<file path="src/rtl/page_xlat_pkg.sv">
package page_xlat_pkg;

  typedef enum logic {
    ST_IDLE   = 1'b0,
    ST_REFILL = 1'b1
  } xlatState_t;

  // strobes from control to datapath
  typedef struct packed {
    logic acceptHit;  // request accepted and served from the cache
    logic startMiss;  // request accepted, capture it for refill
    logic doRefill;   // read page table, install, respond
    logic doFlush;    // clear every cache entry
  } xlatStrobe_t;

endpackage

</file>
<file path="src/rtl/page_xlat_ctrl.sv">
module page_xlat_ctrl
  import page_xlat_pkg::*;
(
  input  logic        clk,
  input  logic        rstN,
  input  logic        reqValid,
  input  logic        flush,
  input  logic        lookupHit,
  output logic        reqReady,
  output xlatStrobe_t strb
);

  xlatState_t state;
  logic       idleReq;
  logic       usableHit;

  assign reqReady  = (state == ST_IDLE);
  assign idleReq   = reqReady && reqValid;
  // a flush in the same cycle wins over the lookup
  assign usableHit = lookupHit && !flush;

  always_comb begin
    strb           = '0;
    strb.acceptHit = idleReq && usableHit;
    strb.startMiss = idleReq && !usableHit;
    strb.doRefill  = (state == ST_REFILL);
    strb.doFlush   = flush;
  end

  always_ff @(posedge clk or negedge rstN) begin
    if (!rstN) begin
      state <= ST_IDLE;
    end else begin
      case (state)
        ST_IDLE:   if (strb.startMiss) state <= ST_REFILL;
        ST_REFILL: state <= ST_IDLE;
        default:   state <= ST_IDLE;
      endcase
    end
  end

endmodule

</file>
<file path="src/rtl/page_xlat_dp.sv">
module page_xlat_dp
  import page_xlat_pkg::*;
#(
  parameter int LA_W      = 16,
  parameter int OFF_W     = 12,
  parameter int FRAME_W   = 8,
  parameter int TLB_DEPTH = 64,
  localparam int PN_W     = LA_W - OFF_W,
  localparam int PAGES    = 1 << PN_W,
  localparam int PA_W     = FRAME_W + OFF_W,
  localparam int VIC_W    = $clog2(TLB_DEPTH)
) (
  input  logic               clk,
  input  logic               rstN,
  input  xlatStrobe_t        strb,
  input  logic               reqWrite,
  input  logic [LA_W-1:0]    logAddr,
  input  logic               ptWrEn,
  input  logic [PN_W-1:0]    ptWrPage,
  input  logic [FRAME_W-1:0] ptWrFrame,
  input  logic               ptWrRw,
  output logic               lookupHit,
  output logic [PA_W-1:0]    physAddr,
  output logic               valid,
  output logic               tlbHit,
  output logic               trap
);

  // page table
  logic [FRAME_W-1:0] ptFrame [PAGES];
  logic [PAGES-1:0]   ptRw;

  // translation cache
  logic [TLB_DEPTH-1:0] tlbValid;
  logic [PN_W-1:0]      tlbTag   [TLB_DEPTH];
  logic [FRAME_W-1:0]   tlbFrame [TLB_DEPTH];
  logic [VIC_W-1:0]     victim;

  logic [TLB_DEPTH-1:0] matchVec;
  logic [FRAME_W-1:0]   maskedFrame [TLB_DEPTH];
  logic [FRAME_W-1:0]   hitFrame;

  logic [PN_W-1:0]  inPage;
  logic [OFF_W-1:0] inOff;
  logic [PN_W-1:0]  pendPage;
  logic [OFF_W-1:0] pendOff;
  logic             pendWrite;
  logic             installNow;

  assign inPage = logAddr[LA_W-1:OFF_W];
  assign inOff  = logAddr[OFF_W-1:0];

  // parallel compare against every key
  for (genvar g = 0; g < TLB_DEPTH; g++) begin : gCmp
    assign matchVec[g]    = tlbValid[g] && (tlbTag[g] == inPage);
    assign maskedFrame[g] = matchVec[g] ? tlbFrame[g] : '0;
  end

  always_comb begin
    hitFrame = '0;
    for (int i = 0; i < TLB_DEPTH; i++) hitFrame = hitFrame | maskedFrame[i];
  end

  assign lookupHit  = |matchVec;
  assign installNow = strb.doRefill && !strb.doFlush;

  always_ff @(posedge clk or negedge rstN) begin
    if (!rstN) begin
      for (int i = 0; i < PAGES; i++) ptFrame[i] <= '0;
      ptRw <= '0;
    end else if (ptWrEn) begin
      ptFrame[ptWrPage] <= ptWrFrame;
      ptRw[ptWrPage]    <= ptWrRw;
    end
  end

  always_ff @(posedge clk or negedge rstN) begin
    if (!rstN) begin
      pendPage  <= '0;
      pendOff   <= '0;
      pendWrite <= 1'b0;
    end else if (strb.startMiss) begin
      pendPage  <= inPage;
      pendOff   <= inOff;
      pendWrite <= reqWrite;
    end
  end

  always_ff @(posedge clk or negedge rstN) begin
    if (!rstN) begin
      tlbValid <= '0;
      victim   <= '0;
    end else if (strb.doFlush) begin
      tlbValid <= '0;
    end else if (installNow) begin
      tlbValid[victim] <= 1'b1;
      victim <= (victim == VIC_W'(TLB_DEPTH - 1)) ? '0 : victim + 1'b1;
    end
  end

  always_ff @(posedge clk) begin
    if (installNow) begin
      tlbTag[victim]   <= pendPage;
      tlbFrame[victim] <= ptFrame[pendPage];
    end
  end

  // registered response
  always_ff @(posedge clk or negedge rstN) begin
    if (!rstN) begin
      valid    <= 1'b0;
      trap     <= 1'b0;
      tlbHit   <= 1'b0;
      physAddr <= '0;
    end else begin
      valid    <= 1'b0;
      trap     <= 1'b0;
      tlbHit   <= 1'b0;
      physAddr <= '0;
      if (strb.acceptHit) begin
        tlbHit <= 1'b1;
        if (reqWrite && !ptRw[inPage]) begin
          trap <= 1'b1;
        end else begin
          valid    <= 1'b1;
          physAddr <= {hitFrame, inOff};
        end
      end else if (strb.doRefill) begin
        if (pendWrite && !ptRw[pendPage]) begin
          trap <= 1'b1;
        end else begin
          valid    <= 1'b1;
          physAddr <= {ptFrame[pendPage], pendOff};
        end
      end
    end
  end

endmodule

</file>
<file path="src/rtl/page_xlat.sv">
module page_xlat
  import page_xlat_pkg::*;
#(
  parameter int LA_W      = 16,
  parameter int OFF_W     = 12,
  parameter int FRAME_W   = 8,
  parameter int TLB_DEPTH = 64
) (
  input  logic                      clk,
  input  logic                      rstN,
  input  logic                      reqValid,
  input  logic                      reqWrite,
  input  logic [LA_W-1:0]           logAddr,
  output logic                      reqReady,
  input  logic                      flush,
  input  logic                      ptWrEn,
  input  logic [LA_W-OFF_W-1:0]     ptWrPage,
  input  logic [FRAME_W-1:0]        ptWrFrame,
  input  logic                      ptWrRw,
  output logic [FRAME_W+OFF_W-1:0]  physAddr,
  output logic                      valid,
  output logic                      tlbHit,
  output logic                      trap
);

  xlatStrobe_t strb;
  logic        lookupHit;

  page_xlat_ctrl u_ctrl (
    .clk       (clk),
    .rstN      (rstN),
    .reqValid  (reqValid),
    .flush     (flush),
    .lookupHit (lookupHit),
    .reqReady  (reqReady),
    .strb      (strb)
  );

  page_xlat_dp #(
    .LA_W      (LA_W),
    .OFF_W     (OFF_W),
    .FRAME_W   (FRAME_W),
    .TLB_DEPTH (TLB_DEPTH)
  ) u_dp (
    .clk       (clk),
    .rstN      (rstN),
    .strb      (strb),
    .reqWrite  (reqWrite),
    .logAddr   (logAddr),
    .ptWrEn    (ptWrEn),
    .ptWrPage  (ptWrPage),
    .ptWrFrame (ptWrFrame),
    .ptWrRw    (ptWrRw),
    .lookupHit (lookupHit),
    .physAddr  (physAddr),
    .valid     (valid),
    .tlbHit    (tlbHit),
    .trap      (trap)
  );

endmodule

</file>
<file path="config.mk">
export PLATFORM = sky130hd
export DESIGN_NAME = page_xlat
export DESIGN_NICKNAME = d
export VERILOG_FILES = /design/src/rtl/page_xlat_pkg.sv /design/src/rtl/page_xlat_ctrl.sv /design/src/rtl/page_xlat_dp.sv /design/src/rtl/page_xlat.sv
export SDC_FILE = /design/constraint.sdc
export NUM_CORES = 1
export LEC_CHECK = 0
export BUFFER_PORTS_ARGS = -buffer_cell sky130_fd_sc_hd__buf_2
export CAP_MARGIN = 20
export CORE_ASPECT_RATIO = 1.2
export CORE_UTILIZATION = 45
export CTS_BUF_LIST = sky130_fd_sc_hd__clkbuf_16
export DETAILED_ROUTE_END_ITERATION = 8
export GPL_TIMING_DRIVEN = 0
export HOLD_SLACK_MARGIN = 0.12
export PLACE_DENSITY = 0.63
export SLEW_MARGIN = 0
export SYNTH_ARGS = -nofsm -noshare
export SYNTH_HDL_FRONTEND = slang
export SYNTH_SLANG_ARGS = --single-unit
</file>
<file path="constraint.sdc">
create_clock -name clk -period 5 [get_ports clk]
set_clock_uncertainty 0.15 [all_clocks]
set_input_delay 0.75 -clock clk [delete_from_list [all_inputs] [get_ports clk]]
set_output_delay 0.75 -clock clk [all_outputs]
set_load 0.05 [all_outputs]
</file>
# [Word-level counts from Yosys, hierarchy flattened]
# Memories as Yosys holds them, arrays and structs flattened.
# Cells that the tools add are included.
[word_totals] register_bits=255 ramBits=768 inputBits=35 out_inout_bits=24 wordCells=352 n_memories=2
[mem_list] memory="u_dp.tlbFrame" words=64 width=8 read_ports=64 rd_ports_with_merged_regs=0 write_ports=1 line="page_xlat_dp.sv:36" source="logic [FRAME_W-1:0] tlbFrame [TLB_DEPTH];"
[mem_list] memory="u_dp.tlbTag" words=64 width=4 read_ports=64 rd_ports_with_merged_regs=0 write_ports=1 line="page_xlat_dp.sv:35" source="logic [PN_W-1:0] tlbTag [TLB_DEPTH];"
[classes] n_addsub=1 magnitude_cmp=9 eq_ne=65 mux=99 n_bitwise=68 n_reduce_logical=81
[op_table] operator="$mux 8" count=67
[op_table] operator="$or 8x8->8" count=63
[op_table] operator="$eq 4x4->1" count=64
[op_table] operator="$bwmux 128" count=1
[op_table] operator="$mux 64" count=2
[op_table] operator="$mux 20" count=4
[op_table] operator="$logic_and 1x1->1" count=74
[op_table] operator="$or 64x64->64" count=1
[op_table] operator="$reduce_or 64->1" count=1
[op_table] operator="$bmux 8 s4" count=1
[op_table] operator="$demux 8 s4" count=1
[op_table] operator="$bwmux 16" count=1
[op_table] operator="$mux 1" count=16
[op_table] operator="$lt 4x5->1 const B" count=3
[op_table] operator="$ge 5x5->1 const B" count=2
[op_table] operator="$not 4->5" count=2
[op_table] operator="$bmux 1 s4" count=2
[op_table] operator="$lt 6x7->1 const B" count=1
[op_table] operator="$add 6x1->6 const B" count=1
[op_table] operator="$demux 1 s6" count=1
[op_table] operator="$eq 6x6->1 const B" count=1
[op_table] operator="$ge 6x1->1 const B" count=1
[op_table] operator="$mux 6" count=1
[op_table] operator="$lt 5x1->1 const B" count=1
[op_table] operator="other kinds (7)" count=11

# [Depth between registers and ports, before layout]
[depth] depth_word=68 mapped_depth=12 depth_no_buf=7

# [Cells and area by module]
# From an unflattened synthesis, not the netlist that was laid out.
[unflattened] hier_cells=3014 area_unflattened_um2=43031.3
[modules_own_cells] module="page_xlat_dp" n_inst=1 cells_per_inst=3006 area_per_inst_um2=42948.7 seq_area_each_um2=29418.2
[modules_own_cells] module="page_xlat_ctrl" n_inst=1 cells_per_inst=8 area_per_inst_um2=82.6 seq_area_each_um2=25.0

# [Worst setup path before layout]
# OpenSTA, ideal clock, no wires.
[synth_timing] path_type="register -> register" from="register u_dp.pendPage[0]" to="memory u_dp.tlbFrame[0][6], data pin" setup_time_ns=0.371 arrival_time_ns=3.481 required_time_ns=4.479 setup_slack_ns=0.998 path_stages_with_launch=5 n_path_buf=2 synth_period_minus_slack_ns=4.002 cell_sequence="dfrtp_1 -> buf_1 -> buf_1 -> mux4_2 -> mux4_2"
[synth_between] elab_chain_len=4
[synth_rtl] element="from (decl)" line="page_xlat_dp.sv:45" source="logic [PN_W-1:0] pendPage;"
[synth_rtl] element="from (signal assigned)" line="page_xlat_dp.sv:83" source="pendPage <= inPage;"
[synth_rtl] element="$not 4->5 (implied by the code)" line="page_xlat_dp.sv:104" source="tlbFrame[victim] <= ptFrame[pendPage];"
[synth_rtl] element="$bmux 8 s4" line="page_xlat_dp.sv:104"
[synth_rtl] element="$mux 8 (implied by the code) (2 in series)" line="page_xlat_dp.sv:104"
[synth_rtl] element="to (decl)" line="page_xlat_dp.sv:36"
# No other way between the ends. The select of a mux whose other input is x is not followed.

# [Worst setup path after layout]
[layout_timing] from="register u_dp.pendPage[1]" to="register u_dp.physAddr[19]"
[layout_between] elab_chain_len=7 elab_cells_between_ends=11 cone_classes="mux: 8; bitwise: 1; reduce/logical: 2"
[layout_rtl] element="$not 4->5 (implied by the code) / $bmux 1 s4 (equally long branches)" line="page_xlat_dp.sv:133, page_xlat_dp.sv:129"
[layout_rtl] element="$bmux 8 s4 / $mux 1 (equally long branches)" line="page_xlat_dp.sv:133, page_xlat_dp.sv:129"
[layout_rtl] element="$mux 8 (implied by the code) / $logic_not 1->1 (equally long branches)" line="page_xlat_dp.sv:133, page_xlat_dp.sv:129"
[layout_rtl] element="$mux 8 (implied by the code) / $logic_and 1x1->1 (equally long branches)" line="page_xlat_dp.sv:133, page_xlat_dp.sv:129"
[layout_rtl] element="$mux 20 (*)" line="page_xlat_dp.sv:129" source="if (pendWrite && !ptRw[pendPage]) begin"
[layout_rtl] element="$mux 20 (*)" line="page_xlat_dp.sv:128" source="end else if (strb.doRefill) begin"
[layout_rtl] element="$mux 20 (*)" line="page_xlat_dp.sv:120" source="if (strb.acceptHit) begin"
[layout_rtl] element="to (signal assigned)" line="page_xlat_dp.sv:126" source="physAddr <= {hitFrame, inOff};"
[layout_rtl] element="to (signal assigned)" line="page_xlat_dp.sv:133" source="physAddr <= {ptFrame[pendPage], pendOff};"
[layout_rtl] element="to (decl)" line="page_xlat_dp.sv:23" source="output logic [PA_W-1:0] physAddr,"
# Mark *: on every way between the ends. The rest lies on a longest branch, timed or not. The select of a mux whose other input is x is not followed.
# A chain may end at the register's enable or synchronous reset.

==> impl_metrics.py <==
metrics = {
    "status": {
        "outcome": "finished clean",
    },
    "cts": {
        "clkTransAtPathRegs_ns": 0.06,
        "cts-buffers-inserted": 98,
        "tritoncts": "built",
        "number_of_levels_in_the_clock_h_tree": 3,
        "cts_max_path_buffers": 3,
        "clock_sinks": 1023,
        "clk_latency_ns": 0.69,
        "clock-root-buffer": "clkbuf_16",
    },
    "global_route": {
        "first_global_vias": 26800,
        "grt_remaining_overflow": 0,
        "grt_start_max_net_pins": 109,
        "globalRouteTotalUtil": 0.306,
        "first_pass_grt_wire_length_um": 206000,
        "grt_antenna_before_repair": 8,
    },
    "drt": {
        "post_drt_wl_per_cell_um": 31.5,
        "drt-vias-per-instance": 5.97,
        "dr_total_vias": 28000,
        "drt_first_iter_violations": 3988,
        "drt_pass1_iterations": 5,
        "detail_route.drc_violations": 0,
        "wl_um": 148000,
        "drtAntennaViolNets": 0,
    },
    "floorplan": {
        "core_region_area_um2": 94200,
        "floorplan.die_area_um2": 96700,
        "initial_utilization": 0.456,
        "placement_rows": 123,
        "design.portCount": 59,
        "vertical_extent_of_the_die_um": 340,
        "die-width_um": 284,
    },
    "setup_path": {
        "critPathLaunchType": "register",
        "critical_path.endpoint_type": "register",
        "worst_ep_required_time_ns": 5.32,
        "worst-path-max-fanout": 65,
        "worst-endpoint-arrival_ns": 4.94,
        "worstSetupPathType": "register to register",
    },
    "sta": {
        "maxClockFrequency_ghz": 0.217,
        "number_of_pins_with_negative_max_slew_slack_in_the_final_report": 0,
        "rsz0062_at_grt": "no",
        "post-route-period-util": 0.924,
        "final.setup.tns_ns": 0,
        "setup_viol": 0,
        "slew_headroom": 0.0553,
        "worst_slew_pin_slew_ns": 1.38,
        "timing.final.hold_violations": 0,
        "min_period_ns": 4.62,
    },
    "synthesis": {
        "post_synth_instance_area_um2": 42900,
        "ys_top_cells_by_area": "edfxtp_1 (54%), dfrtp_1 (15%), xnor2_1 (5.1%)",
        "synth_top_cell_area_share": 0.537,
        "syn_inst": 3073,
        "synth-edff-count": 768,
        "synth.most_common_cell": "edfxtp_1",
        "syn_nets": 3109,
        "synth_top_area_cell": "edfxtp_1",
        "avg_inst_size_synth_um2": 14.0,
        "synth_async_sr_flop_share": 0.249,
        "most_common_library_cells_after_synthesis": "edfxtp_1 (768), inv_1 (397), nor3_1 (396)",
        "synth_cell_types": 49,
        "yosysWarningCount": 0,
        "synth_seq_cells": 1023,
        "seq_area_frac_synth": 0.686,
        "synthFlopType": "edfxtp_1",
    },
    "placed_design": {
        "place.gp.congestion": 1.05,
        "port_buffers": 54,
        "hpwlAfterDp_um": 103000,
    },
    "layout": {
        "number_of_fill_cells": 7974,
        "multi_input_area_um2": 11500,
        "final_layout_size_suffix_gt1_frac": 0.180,
        "layout.area.seq_um2": 29500,
        "layout.core_utilization": 0.525,
        "area.growth.synth_to_final_pct": 15.2,
        "final_nets": 3383,
    },
    "pwr": {
        "irDropWorstVdd_v": 0.000375,
        "cellLeakagePower_nw": 18.6,
        "powerDensity_nw_per_um2": 429,
    },
    "flow_run": {
        "cap_viol_max_count": 0,
    },
    "worst_hold_path": {
        "hold_class": "input port to register",
    },
}
==> layout make-up <==
type,count,area share
timing repair buffer,175,0.0338
clock buffer,101,0.0511
sequential,1023,0.595
antenna,3,0.000152
inverter,398,0.0302
buffer,92,0.0131
clock inverter,82,0.0114
multi-input combinational,1559,0.233
tap,1250,0.0316
==> cell usage in the layout, fill, tap and decap left out, types with 21 or more instances in the layout <==
| cell type | netlist | routed |
|---|---|---|
| a2111oi_0 | 128 | 114 |
| a21o_1 | 65 | 65 |
| buf_2 | 3 | 72 |
| buf_4 | 5 | 27 |
| buf_6 | 18 | 37 |
| buf_8 | 7 | 39 |
| clkbuf_1 | 53 | 51 |
| clkbuf_16 | 0 | 101 |
| clkinv_1 | 1 | 22 |
| dfrtp_1 | 255 | 251 |
| edfxtp_1 | 768 | 768 |
| inv_1 | 397 | 424 |
| mux2_2 | 144 | 144 |
| mux4_2 | 50 | 42 |
| nand2_1 | 110 | 110 |
| nand3_1 | 48 | 48 |
| nand4_1 | 32 | 32 |
| nor2_1 | 141 | 104 |
| nor2_2 | 0 | 37 |
| nor2b_1 | 21 | 21 |
| nor3_1 | 396 | 395 |
| xnor2_1 | 252 | 252 |
==> cell families after synthesis <==
kind of cell,synth area share
flops,0.686
buf+inv,0.0496
xor+xnor,0.0528
mux,0.0640
compound gates,0.0511
simple gates,0.0967
fa+ha+maj,0.000291
==> power by group <==
group	switching, mW	total [mW]	internal, mW	leakage, nW
sequential	0.303	10.8	10.5	10.2
combinational	2.18	3.06	0.882	6.73
clock	3.30	7.32	4.02	1.62
==> flip-flops by register name, summed over array words and instances, names as in the netlist <==
name and flops:
u_ctrl.state 1, u_dp.pendOff 12, u_dp.pendPage 4, u_dp.pendWrite 1
u_dp.physAddr 20, u_dp.ptFrame 128, u_dp.ptRw 16, u_dp.tlbFrame 512
u_dp.tlbHit 1, u_dp.tlbTag 256, u_dp.tlbValid 64, u_dp.trap 1
u_dp.valid 1, u_dp.victim 6
==> per-stage QoR <==
stage,instance area (um^2),instances,hold WS [ns],worst slack (ns),power (mW)
after floorplan,42900,3073,0.304,0.998,12.5
after global placement,44800,4377,0.311,-2.38,13.9
after detailed placement,46300,4489,0.318,-0.172,14.1
after CTS,49400,4673,0.163,0.107,21.3
after global routing,49500,4680,0.198,0.304,21.8
final,49500,4683,0.184,0.382,21.2
==> critical path, stage by stage, from the launching register on <==
cell	delay (ns)
dfrtp_4	0.72
buf_12	0.26
clkbuf_1	0.60
clkbuf_1	0.74
mux4_2	0.41
mux4_4	1.00
nand2_1	0.21
o31ai_1	0.16
==> worst paths after layout <==
| path | cells after the start | slack [ns] | endpoint | from |
|---|---|---|---|---|
| max in group asynchronous | 4 | 2.83 | u_dp.ptFrame[17]$_DFFE_PN0P_ | rstN |
| setup reg to reg | 7 | 0.38 | u_dp.physAddr[19]$_DFF_PN0_ | u_dp.pendPage[1]$_DFFE_PN0P_ |
| hold reg to reg | 1 | 0.33 | u_dp.tlbValid[9]$_DFFE_PN0P_ | u_dp.tlbValid[9]$_DFFE_PN0P_ |
| setup / recovery | 7 | 0.38 | u_dp.physAddr[19]$_DFF_PN0_ | u_dp.pendPage[1]$_DFFE_PN0P_ |
| hold / removal | 3 | 0.18 | u_dp.pendOff[1]$_DFFE_PN0P_ | logAddr[1] |
| min in group asynchronous | 2 | 0.42 | u_dp.tlbValid[49]$_DFFE_PN0P_ | rstN |
==> layer usage <==
layer  routed length [um]  global-route usage  part of all wire  vias up
li1                     -                   -                 -    11800
met1                56000               0.404              0.38    14200
met2                67600               0.480              0.46     1649
met5                   56                   0           0.00038        -
met3                14200              0.0557             0.096      338
met4                 9750               0.171             0.066        6
==> timing repair <==
action	CTS	global route
hold buffers	1	0
buffers inserted	0	0
endpoints found under the hold margin	45	0
gates resized for setup	5	0
endpoints found under the setup margin	469	3
Note: power is estimated with default switching activity, not from simulation.
